$ cat src/rtl/sfx_pkg.sv
// Shared codes and state types for the serial frame transmitter.
// Assumes 32-bit link words; ordered set codes sit in bits 7..0, upper bits zero.
package sfx_pkg;

    localparam logic [7:0] OS_FILL     = 8'h01;
    localparam logic [7:0] OS_MARK     = 8'h02;
    localparam logic [7:0] OS_SOF_BASE = 8'h10;
    localparam logic [7:0] OS_GO       = 8'h20;
    localparam logic [7:0] OS_STOP     = 8'h21;
    localparam logic [7:0] OS_STAT_BASE = 8'h30;
    localparam logic [7:0] OS_END_DATA = 8'h40;
    localparam logic [7:0] OS_END_SYNC = 8'h41;

    typedef enum logic [2:0] {
        ST_GAP, ST_SOF, ST_DATA, ST_FLOW, ST_SEOF, ST_TEOF
    } fsm_t;

    typedef enum logic [2:0] {
        SL_FILL, SL_MARK, SL_SOF, SL_DATA, SL_CRC, SL_FLOW, SL_STAT, SL_END
    } slot_t;

endpackage

$ cat src/rtl/sfx_crc32.sv
// Running CRC over the data words of one frame.
// Assumes: clr and upd are never high together; one word per update, MSB first.
module sfx_crc32 #(
    parameter int          WORD_W = 32,
    parameter logic [31:0] POLY   = 32'h04C11DB7,
    parameter logic [31:0] SEED   = 32'hFFFFFFFF
) (
    input  logic              clk,
    input  logic              rst_n,
    input  logic              clr,
    input  logic              upd,
    input  logic [WORD_W-1:0] din,
    output logic [31:0]       crc
);

    // Fold one word into the remainder, one bit per step from the top.
    function automatic logic [31:0] fold(input logic [31:0] c, input logic [WORD_W-1:0] d);
        logic [31:0] r;
        r = c;
        for (int b = WORD_W - 1; b >= 0; b--) begin
            if (r[31] ^ d[b]) r = {r[30:0], 1'b0} ^ POLY;
            else              r = {r[30:0], 1'b0};
        end
        return r;
    endfunction

    // Remainder register: reseeded at frame start, advanced per popped word.
    always_ff @(posedge clk) begin
        if (!rst_n)   crc <= SEED;
        else if (clr) crc <= SEED;
        else if (upd) crc <= fold(crc, din);
    end

endmodule

$ cat src/rtl/sfx_frame_fsm.sv
// Frame sequencer: decides which slot goes out each cycle and when to pop.
// Assumes a first-word-fall-through FIFO that only this block drains, so a
// non-empty FIFO seen in the gap cycle is still non-empty at the first data slot.
module sfx_frame_fsm
    import sfx_pkg::*;
#(
    parameter int MAX_WORDS = 512
) (
    input  logic  clk,
    input  logic  rst_n,
    input  logic  fifo_empty,
    input  logic  sync_req,
    input  logic  crc_on,
    output slot_t slot,
    output logic  pop,
    output logic  crc_clr,
    output logic  frame_sync,
    output logic  sync_taken
);

    localparam int CW = $clog2(MAX_WORDS + 1);
    localparam logic [CW-1:0] LIMIT = CW'(MAX_WORDS);

    fsm_t          state_q, state_d;
    logic [CW-1:0] cnt_q, cnt_d;
    logic          sync_q, sync_d;
    logic          crcon_q, crcon_d;
    logic          at_limit, close;

    // Word limit: one word in a SYNC frame, MAX_WORDS otherwise.
    assign at_limit = sync_q ? (cnt_q != '0) : (cnt_q >= LIMIT);

    // Close rule: never before the first word; then on empty, limit or a new SYNC request.
    assign close = (cnt_q != '0) &&
                   (fifo_empty || at_limit || (!sync_q && sync_req));

    // Next-state and slot selection.
    always_comb begin
        state_d = state_q;
        cnt_d   = cnt_q;
        sync_d  = sync_q;
        crcon_d = crcon_q;
        slot    = SL_FILL;
        pop     = 1'b0;
        crc_clr = 1'b0;
        case (state_q)
            ST_GAP: begin
                if (!fifo_empty) begin
                    slot    = sync_req ? SL_MARK : SL_FILL;
                    sync_d  = sync_req;
                    state_d = ST_SOF;
                end
            end
            ST_SOF: begin
                slot    = SL_SOF;
                crc_clr = 1'b1;
                cnt_d   = '0;
                crcon_d = crc_on;
                state_d = ST_DATA;
            end
            ST_DATA: begin
                if (!close) begin
                    slot  = SL_DATA;
                    pop   = 1'b1;
                    cnt_d = cnt_q + 1'b1;
                end else if (crcon_q) begin
                    slot    = SL_CRC;
                    state_d = ST_FLOW;
                end else begin
                    slot    = SL_FLOW;
                    state_d = ST_SEOF;
                end
            end
            ST_FLOW: begin
                slot    = SL_FLOW;
                state_d = ST_SEOF;
            end
            ST_SEOF: begin
                slot    = SL_STAT;
                state_d = ST_TEOF;
            end
            ST_TEOF: begin
                slot    = SL_END;
                state_d = ST_GAP;
            end
            default: state_d = ST_GAP;
        endcase
    end

    // State, word count and per-frame mode registers.
    always_ff @(posedge clk) begin
        if (!rst_n) begin
            state_q <= ST_GAP;
            cnt_q   <= '0;
            sync_q  <= 1'b0;
            crcon_q <= 1'b0;
        end else begin
            state_q <= state_d;
            cnt_q   <= cnt_d;
            sync_q  <= sync_d;
            crcon_q <= crcon_d;
        end
    end

    assign frame_sync = sync_q;
    assign sync_taken = pop && sync_q;

endmodule

$ cat src/rtl/sfx_word_mux.sv
// Output stage: builds the word for the chosen slot and registers it.
// Assumes WORD_W >= 8; ordered set codes are zero-extended.
module sfx_word_mux
    import sfx_pkg::*;
#(
    parameter int WORD_W = 32
) (
    input  logic              clk,
    input  logic              rst_n,
    input  slot_t             slot,
    input  logic [WORD_W-1:0] fifo_data,
    input  logic [31:0]       crc,
    input  logic              frame_sync,
    input  logic              backoff,
    input  logic [2:0]        sof_flags,
    input  logic              overrun,
    input  logic              not_ready,
    output logic [WORD_W-1:0] tx_word,
    output logic              tx_is_os
);

    // Register the word and its ordered-set tag for the selected slot.
    always_ff @(posedge clk) begin
        if (!rst_n) begin
            tx_word  <= WORD_W'(OS_FILL);
            tx_is_os <= 1'b1;
        end else begin
            tx_is_os <= 1'b1;
            case (slot)
                SL_FILL: tx_word <= WORD_W'(OS_FILL);
                SL_MARK: tx_word <= WORD_W'(OS_MARK);
                SL_SOF:  tx_word <= WORD_W'({OS_SOF_BASE[7:3], sof_flags});
                SL_DATA: begin
                    tx_word  <= fifo_data;
                    tx_is_os <= 1'b0;
                end
                SL_CRC: begin
                    tx_word  <= WORD_W'(crc);
                    tx_is_os <= 1'b0;
                end
                SL_FLOW: tx_word <= WORD_W'(backoff ? OS_STOP : OS_GO);
                SL_STAT: tx_word <= WORD_W'({OS_STAT_BASE[7:2], overrun, not_ready});
                SL_END:  tx_word <= WORD_W'(frame_sync ? OS_END_SYNC : OS_END_DATA);
                default: tx_word <= WORD_W'(OS_FILL);
            endcase
        end
    end

endmodule

$ cat src/rtl/sfx_frame_tx.sv
// Top: serial link frame transmitter fed by a fall-through word FIFO.
// Assumes the downstream encoder accepts one word every cycle.
module sfx_frame_tx #(
    parameter int MAX_WORDS = 512,
    parameter int WORD_W    = 32
) (
    input  logic              clk,
    input  logic              rst_n,
    input  logic              fifo_empty,
    input  logic [WORD_W-1:0] fifo_data,
    output logic              fifo_pop,
    input  logic              sync_req,
    output logic              sync_taken,
    input  logic              crc_on,
    input  logic              backoff,
    input  logic [2:0]        sof_flags,
    input  logic              overrun,
    input  logic              not_ready,
    output logic [WORD_W-1:0] tx_word,
    output logic              tx_is_os
);

    sfx_pkg::slot_t slot;
    logic           crc_clr;
    logic           frame_sync;
    logic [31:0]    crc;

    sfx_frame_fsm #(.MAX_WORDS(MAX_WORDS)) u_fsm (
        .clk        (clk),
        .rst_n      (rst_n),
        .fifo_empty (fifo_empty),
        .sync_req   (sync_req),
        .crc_on     (crc_on),
        .slot       (slot),
        .pop        (fifo_pop),
        .crc_clr    (crc_clr),
        .frame_sync (frame_sync),
        .sync_taken (sync_taken)
    );

    sfx_crc32 #(.WORD_W(WORD_W)) u_crc (
        .clk   (clk),
        .rst_n (rst_n),
        .clr   (crc_clr),
        .upd   (fifo_pop),
        .din   (fifo_data),
        .crc   (crc)
    );

    sfx_word_mux #(.WORD_W(WORD_W)) u_mux (
        .clk        (clk),
        .rst_n      (rst_n),
        .slot       (slot),
        .fifo_data  (fifo_data),
        .crc        (crc),
        .frame_sync (frame_sync),
        .backoff    (backoff),
        .sof_flags  (sof_flags),
        .overrun    (overrun),
        .not_ready  (not_ready),
        .tx_word    (tx_word),
        .tx_is_os   (tx_is_os)
    );

endmodule

$ cat config.mk
export PLATFORM = sky130hd
export DESIGN_NAME = sfx_frame_tx
export DESIGN_NICKNAME = d
export VERILOG_FILES = /design/src/rtl/sfx_pkg.sv /design/src/rtl/sfx_crc32.sv /design/src/rtl/sfx_frame_fsm.sv /design/src/rtl/sfx_word_mux.sv /design/src/rtl/sfx_frame_tx.sv
export SDC_FILE = /design/constraint.sdc
export NUM_CORES = 1
export LEC_CHECK = 0
export ABC_AREA = 1
export BUFFER_PORTS_ARGS = -buffer_cell sky130_fd_sc_hd__buf_2
export CORE_MARGIN = 1
export CORE_UTILIZATION = 60
export DETAILED_ROUTE_END_ITERATION = 8
export PLACE_DENSITY_LB_ADDON = 0.15
export SYNTH_ARGS = -nofsm -noshare
export SYNTH_HDL_FRONTEND = slang
export SYNTH_HIERARCHICAL = 1
export SYNTH_SLANG_ARGS = --single-unit
export TNS_END_PERCENT = 10
$ cat constraint.sdc
create_clock -name clk -period 5.35 [get_ports clk]
set_clock_uncertainty 0.05 [all_clocks]
set_input_delay 1.07 -clock clk [delete_from_list [all_inputs] [get_ports clk]]
set_output_delay 1.07 -clock clk [all_outputs]
set_load 0.01 [all_outputs]
Yosys cells after proc, flatten, opt, wreduce, memory -nomap -nowiden
Index checks and enable logic that the tools add are counted.
Word-level totals
  register bits: 80
  output and inout port bits: 35
  word-level logic and storage cells: 249
Operators by class
  add/subtract/negate cells: 1
  order comparisons: 1
  eq/ne operators: 15
  muxes and demuxes: 144
  bitwise operators: 66
  reductions and logical operators: 15
Operators by type and width (number)
  32-bit 2-to-1 mux: 93
  27-bit 2-to-1 mux: 32
  14-bit inverter: 32
  32-bit one-hot mux with 8 select lines: 1
  1-bit XOR: 32
  10-bit one-hot mux with 2 select lines: 1
  3-bit equality test, second input constant: 6
  3-bit one-hot mux with 6 select lines: 1
  3-bit 2-to-1 mux: 5
  3-bit one-hot mux with 5 select lines: 1
  3-bit by 2-bit equality test with 1-bit output, second input constant: 4
  10-bit by 1-bit adder with 10-bit output, second input constant: 1
  10-bit >= comparator, second input constant: 1
  10-bit 2-to-1 mux: 1
  10-bit nonzero test: 1
  1-bit 2-to-1 mux: 9
  3-bit by 1-bit equality test with 1-bit output, second input constant: 2
  3-bit zero test: 2
  2-bit AND reduction: 3
  2-bit inequality test, second input constant: 2
  2-bit OR reduction: 2
  1-bit logical AND: 3
  1-bit logical OR: 2
  2-bit by 1-bit inequality test with 1-bit output, second input constant: 1
  other kinds (3): 4

Longest topological paths before layout
Gate-level depths: netlist of the first run.
  depth in word-level cells: 162
  gate-level depth with buffers: 30
  mapped depth without buffers: 29

By module
The synthesis of the first run kept the hierarchy.
By module, submodules not included
  sfx_crc32: times used 1, cells each 1114, area each 6167.2 µm², seq. area each 640.6 µm²
  sfx_word_mux: times used 1, cells each 177, area each 1287.5 µm², seq. area each 660.6 µm²
  sfx_frame_fsm: times used 1, cells each 152, area each 997.2 µm², seq. area each 300.3 µm²

Least setup slack after synthesis of the first run
OpenSTA, ideal clock, no wires.
  path type: input-to-reg
  start point: input fifo_data[30]
  end point: register u_crc.crc[10]
  library setup time: 115 ps
  arrival: 3196 ps
  setup slack: 1989 ps
  stages on the path: 27
  buffers on the path: 1
  cell sequence: inv_1 -> nand2_1 -> nand2_2 -> nand2_4 -> nand2_4 -> nand2_2 -> nand3_1 -> nand2_4 -> nand2_1 -> nand2_1 -> inv_1 -> nand3_1 -> nand2_2 -> buf_6 -> nand2_4 -> nand2_2 -> nand2_2 -> nand2_4 -> nand2_1 -> nand2_1 -> nand2_2 -> nand2_2 -> nand3_1 -> nand2_1 -> nand2_1 -> nand3_1 -> nand2_1
On the way
  word-level cells in the longest chain between the ends: 129
  elaborated cells between the ends (all ways): 165
  classes of those cells: 121 x mux; 44 x bitwise
Ends and longest elaborated chain
  from (decl): RTL line sfx_frame_tx.sv:10  | input logic [WORD_W-1:0] fifo_data,
  1-bit XOR *: RTL line sfx_crc32.sv:21  | if (r[31] ^ d[b]) r = {r[30:0], 1'b0} ^ POLY;
  27-bit 2-to-1 mux *: RTL line sfx_crc32.sv:21
  32-bit 2-to-1 mux *: RTL line sfx_crc32.sv:31  | else if (upd) crc <= fold(crc, din);
  32-bit 2-to-1 mux *: RTL line sfx_crc32.sv:30  | else if (clr) crc <= SEED;
  32-bit 2-to-1 mux *: RTL line sfx_crc32.sv:29  | if (!rst_n) crc <= SEED;
  27-bit 2-to-1 mux / 14-bit inverter (equally long branches)
  32-bit 2-to-1 mux *: RTL line sfx_crc32.sv:31
  32-bit 2-to-1 mux *: RTL line sfx_crc32.sv:30
  [... 113 more ...]
  32-bit 2-to-1 mux *: RTL line sfx_crc32.sv:30
  32-bit 2-to-1 mux *: RTL line sfx_crc32.sv:29
  27-bit 2-to-1 mux / 32-bit 2-to-1 mux (equally long branches): RTL line sfx_crc32.sv:21, sfx_crc32.sv:29
  32-bit 2-to-1 mux *: RTL line sfx_crc32.sv:31
  32-bit 2-to-1 mux *: RTL line sfx_crc32.sv:30
  32-bit 2-to-1 mux *: RTL line sfx_crc32.sv:29
  14-bit inverter (no source line) / 1-bit XOR (equally long branches)
  27-bit 2-to-1 mux *: RTL line sfx_crc32.sv:21
  to (signal assigned): RTL line sfx_crc32.sv:31
  to (decl): RTL line sfx_crc32.sv:13  | output logic [31:0] crc
Every way passes the cells marked *; elsewhere a longest branch is shown, timed or not. The select of a mux whose other input is x is not followed.
A chain may end at the register's enable or synchronous reset.

Worst setup path after layout of the first run
  start point: input fifo_data[30]
  end point: register u_crc.crc[25]
On the way
  word-level cells in the longest chain between the ends: 129
  elaborated cells between the ends (all ways): 156
  classes of those cells: 121 x mux; 35 x bitwise
Ends and longest elaborated chain (RTL line)
  1-bit XOR *: sfx_crc32.sv:21
  27-bit 2-to-1 mux *: sfx_crc32.sv:21
  32-bit 2-to-1 mux *: sfx_crc32.sv:31
  32-bit 2-to-1 mux *: sfx_crc32.sv:30
  32-bit 2-to-1 mux *: sfx_crc32.sv:29
  32-bit 2-to-1 mux *: sfx_crc32.sv:31
  32-bit 2-to-1 mux *: sfx_crc32.sv:30
  32-bit 2-to-1 mux *: sfx_crc32.sv:29
  [... 113 more ...]
  32-bit 2-to-1 mux *: sfx_crc32.sv:31
  32-bit 2-to-1 mux *: sfx_crc32.sv:30
  32-bit 2-to-1 mux *: sfx_crc32.sv:29
  27-bit 2-to-1 mux *: sfx_crc32.sv:21
  32-bit 2-to-1 mux *: sfx_crc32.sv:31
  32-bit 2-to-1 mux *: sfx_crc32.sv:30
  32-bit 2-to-1 mux *: sfx_crc32.sv:29
  27-bit 2-to-1 mux *: sfx_crc32.sv:21
Marked as above.

==> results of run 1 <==
[cells by family after synthesis]
logic type	share of synthesized area, %
AOI/OAI and AO/OA	6.10
buffers and inverters	8.96
and+or+nand+nor	53.5
DFF	18.9
adders and majority gates	0.296
xor gates and xnor gates	12.2
[registers in the layout (all words and copies together) (netlist names)]
signal	cells
u_crc/crc	32
u_fsm/cnt_q	10
u_fsm/crcon_q	1
u_fsm/frame_sync	1
u_fsm/state_q	3
u_mux/tx_is_os	1
u_mux/tx_word	32
[cell type report]
class / instances / area, um2
inverters: 157 / 597
clock inverters: 6 / 66.3
clock buffers: 10 / 229
repair buffers: 79 / 400
multi-input cells: 1183 / 6100
well taps: 180 / 225
flip-flops and latches: 80 / 1600
fillers: 1304 / 4610
[cells in the mapped netlist (3+ instances only)]
cell	instances
a21oi_1	72
buf_2	4
buf_4	4
buf_6	5
clkbuf_1	6
dfxtp_1	80
inv_1	134
inv_2	18
inv_4	3
nand2_1	602
nand2_2	80
nand2_4	28
nand3_1	162
nand3_2	17
nand3b_1	6
nand4_1	11
nor2_1	41
nor2_2	5
o211ai_1	6
o21ai_0	9
o21ai_1	8
or2_2	7
xnor2_1	22
xor2_1	85
xor2_2	6
[critical path, delay by kind of cell]
family	cells	cell delay, ns
xor gates and xnor gates	2	0.56
buffers and inverters	4	0.40
and+or+nand+nor	15	1.96
AOI/OAI and AO/OA	1	0.10
[worst max path at each step]
stage,endpoint,start,slack [ns]
global route,u_crc/crc[13],fifo_data[28],1.06
finish,u_crc/crc[25],fifo_data[30],1.38
floorplan,u_crc/crc[10],fifo_data[30],1.99
detailed placement,u_crc/crc[13],fifo_data[30],1.12
CTS,u_crc/crc[13],fifo_data[30],1.48
global placement,u_crc/crc[13],fifo_data[30],1.19
[per-layer routing]
metal | routed length, um | vias up | track usage, %
met3 | 2680 | 70 | 5.05
met2 | 11500 | 494 | 56.1
met5 | 0 | - | 0
met4 | 1260 | 0 | 19.0
met1 | 11400 | 4119 | 50.9
li1 | - | 4643 | -
[stage by stage]
stage / setup slack (ns) / util [%] / hold WS [ns] / instance area (um2)
global placement: 1.19 / 64.5 / 0.423 / 8920
finish: 1.38 / 66.6 / 0.437 / 9220
detailed placement: 1.12 / 64.5 / 0.434 / 8920
global route: 1.06 / 66.6 / 0.487 / 9220
CTS: 1.48 / 66.6 / 0.448 / 9220
floorplan: 1.99 / - / 0.399 / 8450
==> flow_metrics.py, run 1 <==
metrics = {
    "place": {
        "port_buffers": 77,
        "finalWeightedCongestion": 1.01,
        "dp_cells": 1679,
        "place_hpwl_mm": 21.5,
    },
    "min_path": {
        "min_path_type": "register to register",
        "min_to": "u_mux/tx_word[6]",
        "hold_start": "u_crc/crc[6]",
        "hold_depth": 2,
    },
    "logic_synthesis": {
        "syn_area_um2": 8450,
        "synth_edf_count": 0,
        "netlist_instances": 1443,
        "yosys.area.top_type": "nand2_1",
        "ys.flop_type": "dfxtp_1",
        "syn_area_per_cell_um2": 5.86,
        "synth_cell_types": 40,
        "synth-seq-cells": 80,
        "synth_top_area_share_pct": 26.7,
        "async_reset_ff_share_pct": 0,
        "ys_top_cells_by_area": "nand2_1 27%, dfxtp_1 19%, nand3_1 9.6%",
        "synth_nets": 1488,
        "ys_warn_count": 6,
        "seq_area_frac_synth_pct": 18.9,
    },
    "detailed_routing": {
        "finalWirelength_mm": 26.9,
        "via_per_inst": 5.50,
        "drc": 0,
        "firstDrtPassIters": 7,
        "drt_iter0_markers": 959,
        "post_drt_wl_per_cell_um": 15.8,
        "vias": 9326,
        "drtAntennaViolNets": 0,
    },
    "sta": {
        "max_slew_margin_pct": 19.5,
        "min_period_over_period_pct": 74.2,
        "drv_slew": 0,
        "rsz0062_at_grt": "false",
        "hold_viol": 0,
        "setup_viol": 0,
        "max_freq_mhz": 252,
        "fin_tns_setup_ns": 0,
        "tightest_slew_ns": 1.20,
        "min_period_ns": 3.97,
    },
    "worst_setup_path": {
        "critPathMaxStageDelay_ns": 0.29,
        "r2r_end": "u_crc/crc[25]",
        "crit_top_cell": "nand2_1",
        "start_kind": "primary input",
        "cp_max_fo": 11,
        "worst_path_max_delay_cell": "xor2_2",
        "cp.required_ns": 5.48,
        "reg2reg_from": "u_crc/crc[24]",
        "worstPathCellList": "buf_2, inv_1, nand2_1, nand2_2, nand2_4, nand2_4, nand2_2, nand3_1, nand2_4, nand2_1, nand2_1, inv_1, nand3_1, nand2_2, inv_2, nand3_1, nand2_1, xor2_2, nand2_1, nand2_2, xor2_1, o21ai_1",
        "ff2ff_setup_slack_ns": 1.79,
        "worst-r2r-cell-count": 22,
        "critPathCaptureType": "register",
        "critPathArrivalTime_ns": 4.10,
        "critical_path_class": "primary input to register",
    },
    "clock_tree": {
        "cts_tree": "done",
        "cts_sinks": 80,
        "post_cts_buffers": 0,
        "clkLatencyLatePin_ns": 0.34,
        "ctsResizeCount": 0,
        "root_buffer": "clkbuf_16",
        "postCtsHoldBufs": 0,
        "clkTransAtPathRegs_ns": 0.06,
        "numCtsBuffers": 9,
        "cts_buffer_depth": 2,
        "htreeDepth": 3,
    },
    "grt": {
        "antenna_found_initial": 0,
        "grt_pass1_wl_mm": 40.9,
        "grt.overflow.total": 0,
        "track_usage_pct": 37.0,
        "grt_pass1_vias": 7765,
        "grt_max_degree": 39,
    },
    "final_layout": {
        "instances_no_fill": 1695,
        "final_nets": 1555,
        "num_antenna_cells": 0,
        "final_common_cell": "nand2_1",
        "drive_gt1_share_pct": 17.6,
        "layout_common_cells": "602 x nand2_1, 162 x nand3_1, 134 x inv_1",
        "syn_to_final_growth_pct": 9.03,
    },
    "floorplanning": {
        "dieHeight_um": 121,
        "die_x_um": 121,
        "io_pins": 78,
        "row_count": 43,
        "start_util_pct": 61.1,
        "die-area_um2": 14600,
        "core-area_um2": 13800,
    },
    "outcome": {
        "status": "completed",
    },
    "flow_run": {
        "maxCapViolCount": 0,
    },
}
Power of run 1 is not shown: default switching activity piles up to over one toggle a cycle in this logic, so the estimate is an artifact.
==> run 2: changes to the inputs <==
==> constraint.sdc (replaced) <==
create_clock -name clk -period 3.8 [get_ports clk]
set_clock_uncertainty 0.05 [all_clocks]
set_input_delay 0.76 -clock clk [delete_from_list [all_inputs] [get_ports clk]]
set_output_delay 0.76 -clock clk [all_outputs]
set_load 0.01 [all_outputs]
==> flow_metrics.py, run 2 (synthesis gave the netlist of run 1 again) <==
metrics = {
    "worst_setup_path": {
        "worst_path_max_delay_cell": "xor2_1",
        "critPathCaptureType": "register",
        "path_depth": 23,
        "r2r_end": "u_crc/crc[13]",
        "path_delay_family": "XOR/XNOR gates",
        "start_kind": "primary input",
        "worst-r2r-cell-count": 26,
        "critical_path_class": "primary input to register",
        "critPathArrivalTime_ns": 3.71,
        "cp-endpoint": "u_crc/crc[7]",
        "setup.worst_path.start": "fifo_data[30]",
        "cp.required_ns": 3.99,
        "reg2reg_from": "u_crc/crc[29]",
        "cp_max_fo": 4,
        "worstPathCellList": "buf_2, inv_1, nand2_1, nand2_4, buf_4, buf_4, xor2_1, xor2_1, xor2_1, xor2_1, xor2_1, inv_1, nand2_1, nand2_1, nand2_2, nand2_2, buf_4, inv_2, nand2_1, nand2_1, nand2_1, nand3_1, nand2_1",
        "crit_buf_inv": 7,
        "crit_top_cell": "nand2_1",
        "ff2ff_setup_slack_ns": 0.34,
        "critPathMaxStageDelay_ns": 0.38,
    },
    "floorplanning": {
        "row_count": 43,
        "die-area_um2": 14600,
        "start_util_pct": 61.1,
        "dieHeight_um": 121,
        "die_x_um": 121,
        "io_pins": 78,
        "core-area_um2": 13800,
    },
    "sta": {
        "min_period_ns": 3.53,
        "max_slew_margin_pct": 31.4,
        "hold_viol": 0,
        "min_period_over_period_pct": 92.8,
        "tightest_slew_ns": 1.03,
        "drv_slew": 0,
        "max_freq_mhz": 283,
        "setup_viol": 0,
    },
    "place": {
        "place_hpwl_mm": 22.7,
        "port_buffers": 77,
        "finalWeightedCongestion": 1.00,
        "dp_cells": 1738,
    },
    "detailed_routing": {
        "drt_iter0_markers": 1054,
        "finalWirelength_mm": 28.3,
        "drtAntennaViolNets": 0,
        "drc": 0,
        "via_per_inst": 5.48,
        "firstDrtPassIters": 6,
        "vias": 9620,
        "post_drt_wl_per_cell_um": 16.2,
    },
    "flow_run": {
        "maxCapViolCount": 0,
    },
    "final_layout": {
        "top_regs": "u_crc/crc: 32 flops, u_mux/tx_word: 32 flops, u_fsm/cnt_q: 10 flops",
        "num_antenna_cells": 0,
        "instances_no_fill": 1755,
        "fill_cells": 1294,
        "final_common_cell": "nand2_1",
        "final_nets": 1615,
        "syn_to_final_growth_pct": 15.6,
        "layout_common_cells": "600 x nand2_1, 161 x nand3_1, 134 x inv_1",
        "drive_gt1_share_pct": 21.0,
    },
    "min_path": {
        "hold_depth": 2,
        "min_path_type": "register to register",
    },
    "clock_tree": {
        "htreeDepth": 3,
        "numCtsBuffers": 9,
        "cts_tree": "done",
        "postCtsHoldBufs": 0,
        "clkLatencyLatePin_ns": 0.34,
        "clkTransAtPathRegs_ns": 0.06,
        "cts_sinks": 80,
        "root_buffer": "clkbuf_16",
        "cts_buffer_depth": 2,
    },
    "outcome": {
        "status": "completed",
    },
    "grt": {
        "grt_max_degree": 39,
        "grt.overflow.total": 0,
        "grt_pass1_wl_mm": 43.6,
        "grt_pass1_vias": 8259,
        "antenna_found_initial": 0,
        "track_usage_pct": 38.9,
    },
}
run 2: changes by cell type in the layout (fill, tap and decap cells not counted), sizes merged:
| cell | change |
|---|---|
| buf | +60 |
| clkbuf | +1 |
| clkinv | -2 |
| inv | +1 |
run 2: worst min-delay path, stage by stage, from the launching register on:
cell and delay [ns]:
dfxtp_1 0.31, nand3_1 0.07, a21oi_1 0.06
run 2: timing repair:
action | 4_1_cts | 5_1_grt
setup buffers | 0 | 1
setup endpoints to repair | 0 | 7
resized for setup | 0 | 9
run 2: how the worst min path moves through the flow:
| stage | startpoint | endpoint | slack, ns |
|---|---|---|---|
| after floorplan | u_crc/crc[6] | u_mux/tx_word[6] | 0.40 |
| after global placement | u_fsm/cnt_q[6] | u_fsm/cnt_q[6] | 0.42 |
| after detailed placement | u_fsm/cnt_q[6] | u_fsm/cnt_q[6] | 0.43 |
| after CTS | u_fsm/cnt_q[6] | u_fsm/cnt_q[6] | 0.44 |
| after global routing | u_fsm/cnt_q[6] | u_fsm/cnt_q[6] | 0.45 |
| final | u_fsm/cnt_q[6] | u_fsm/cnt_q[6] | 0.44 |
run 2: metrics by stage:
stage | setup slack (ns) | utilization, % | cell area [um2] | setup TNS (ns) | hold WS [ns]
3_5_place_dp | -0.0658 | 68.1 | 9410 | -0.241 | 0.427
5_1_grt | -0.00960 | 70.7 | 9770 | -0.00960 | 0.451
2_1_floorplan | 0.749 | - | 8450 | 0 | 0.399
4_1_cts | 0.280 | 70.3 | 9720 | 0 | 0.436
3_3_place_gp | -0.0475 | 68.1 | 9410 | -0.0475 | 0.423
6_report | 0.273 | 70.7 | 9770 | 0 | 0.437
run 2: metal layers:
metal	track usage [%]	wire, um	vias up
li1	-	-	4761
met1	51.9	11800	4298
met2	61.4	12500	484
met3	5.09	2750	77
met4	19.7	1290	0
met5	0	0	-
run 2: layout make-up:
class                      count  area [um2]  share of cell area, %
multi-input combinational   1183        6140                   62.9
sequential                    80        1600                   16.4
timing repair buffer         139         901                   9.22
inverter                     157         597                   6.11
clock buffer                  11         243                   2.48
tap                          180         225                   2.31
clock inverter                 5        61.3                  0.627
Power of run 2 is left out for the same reason.
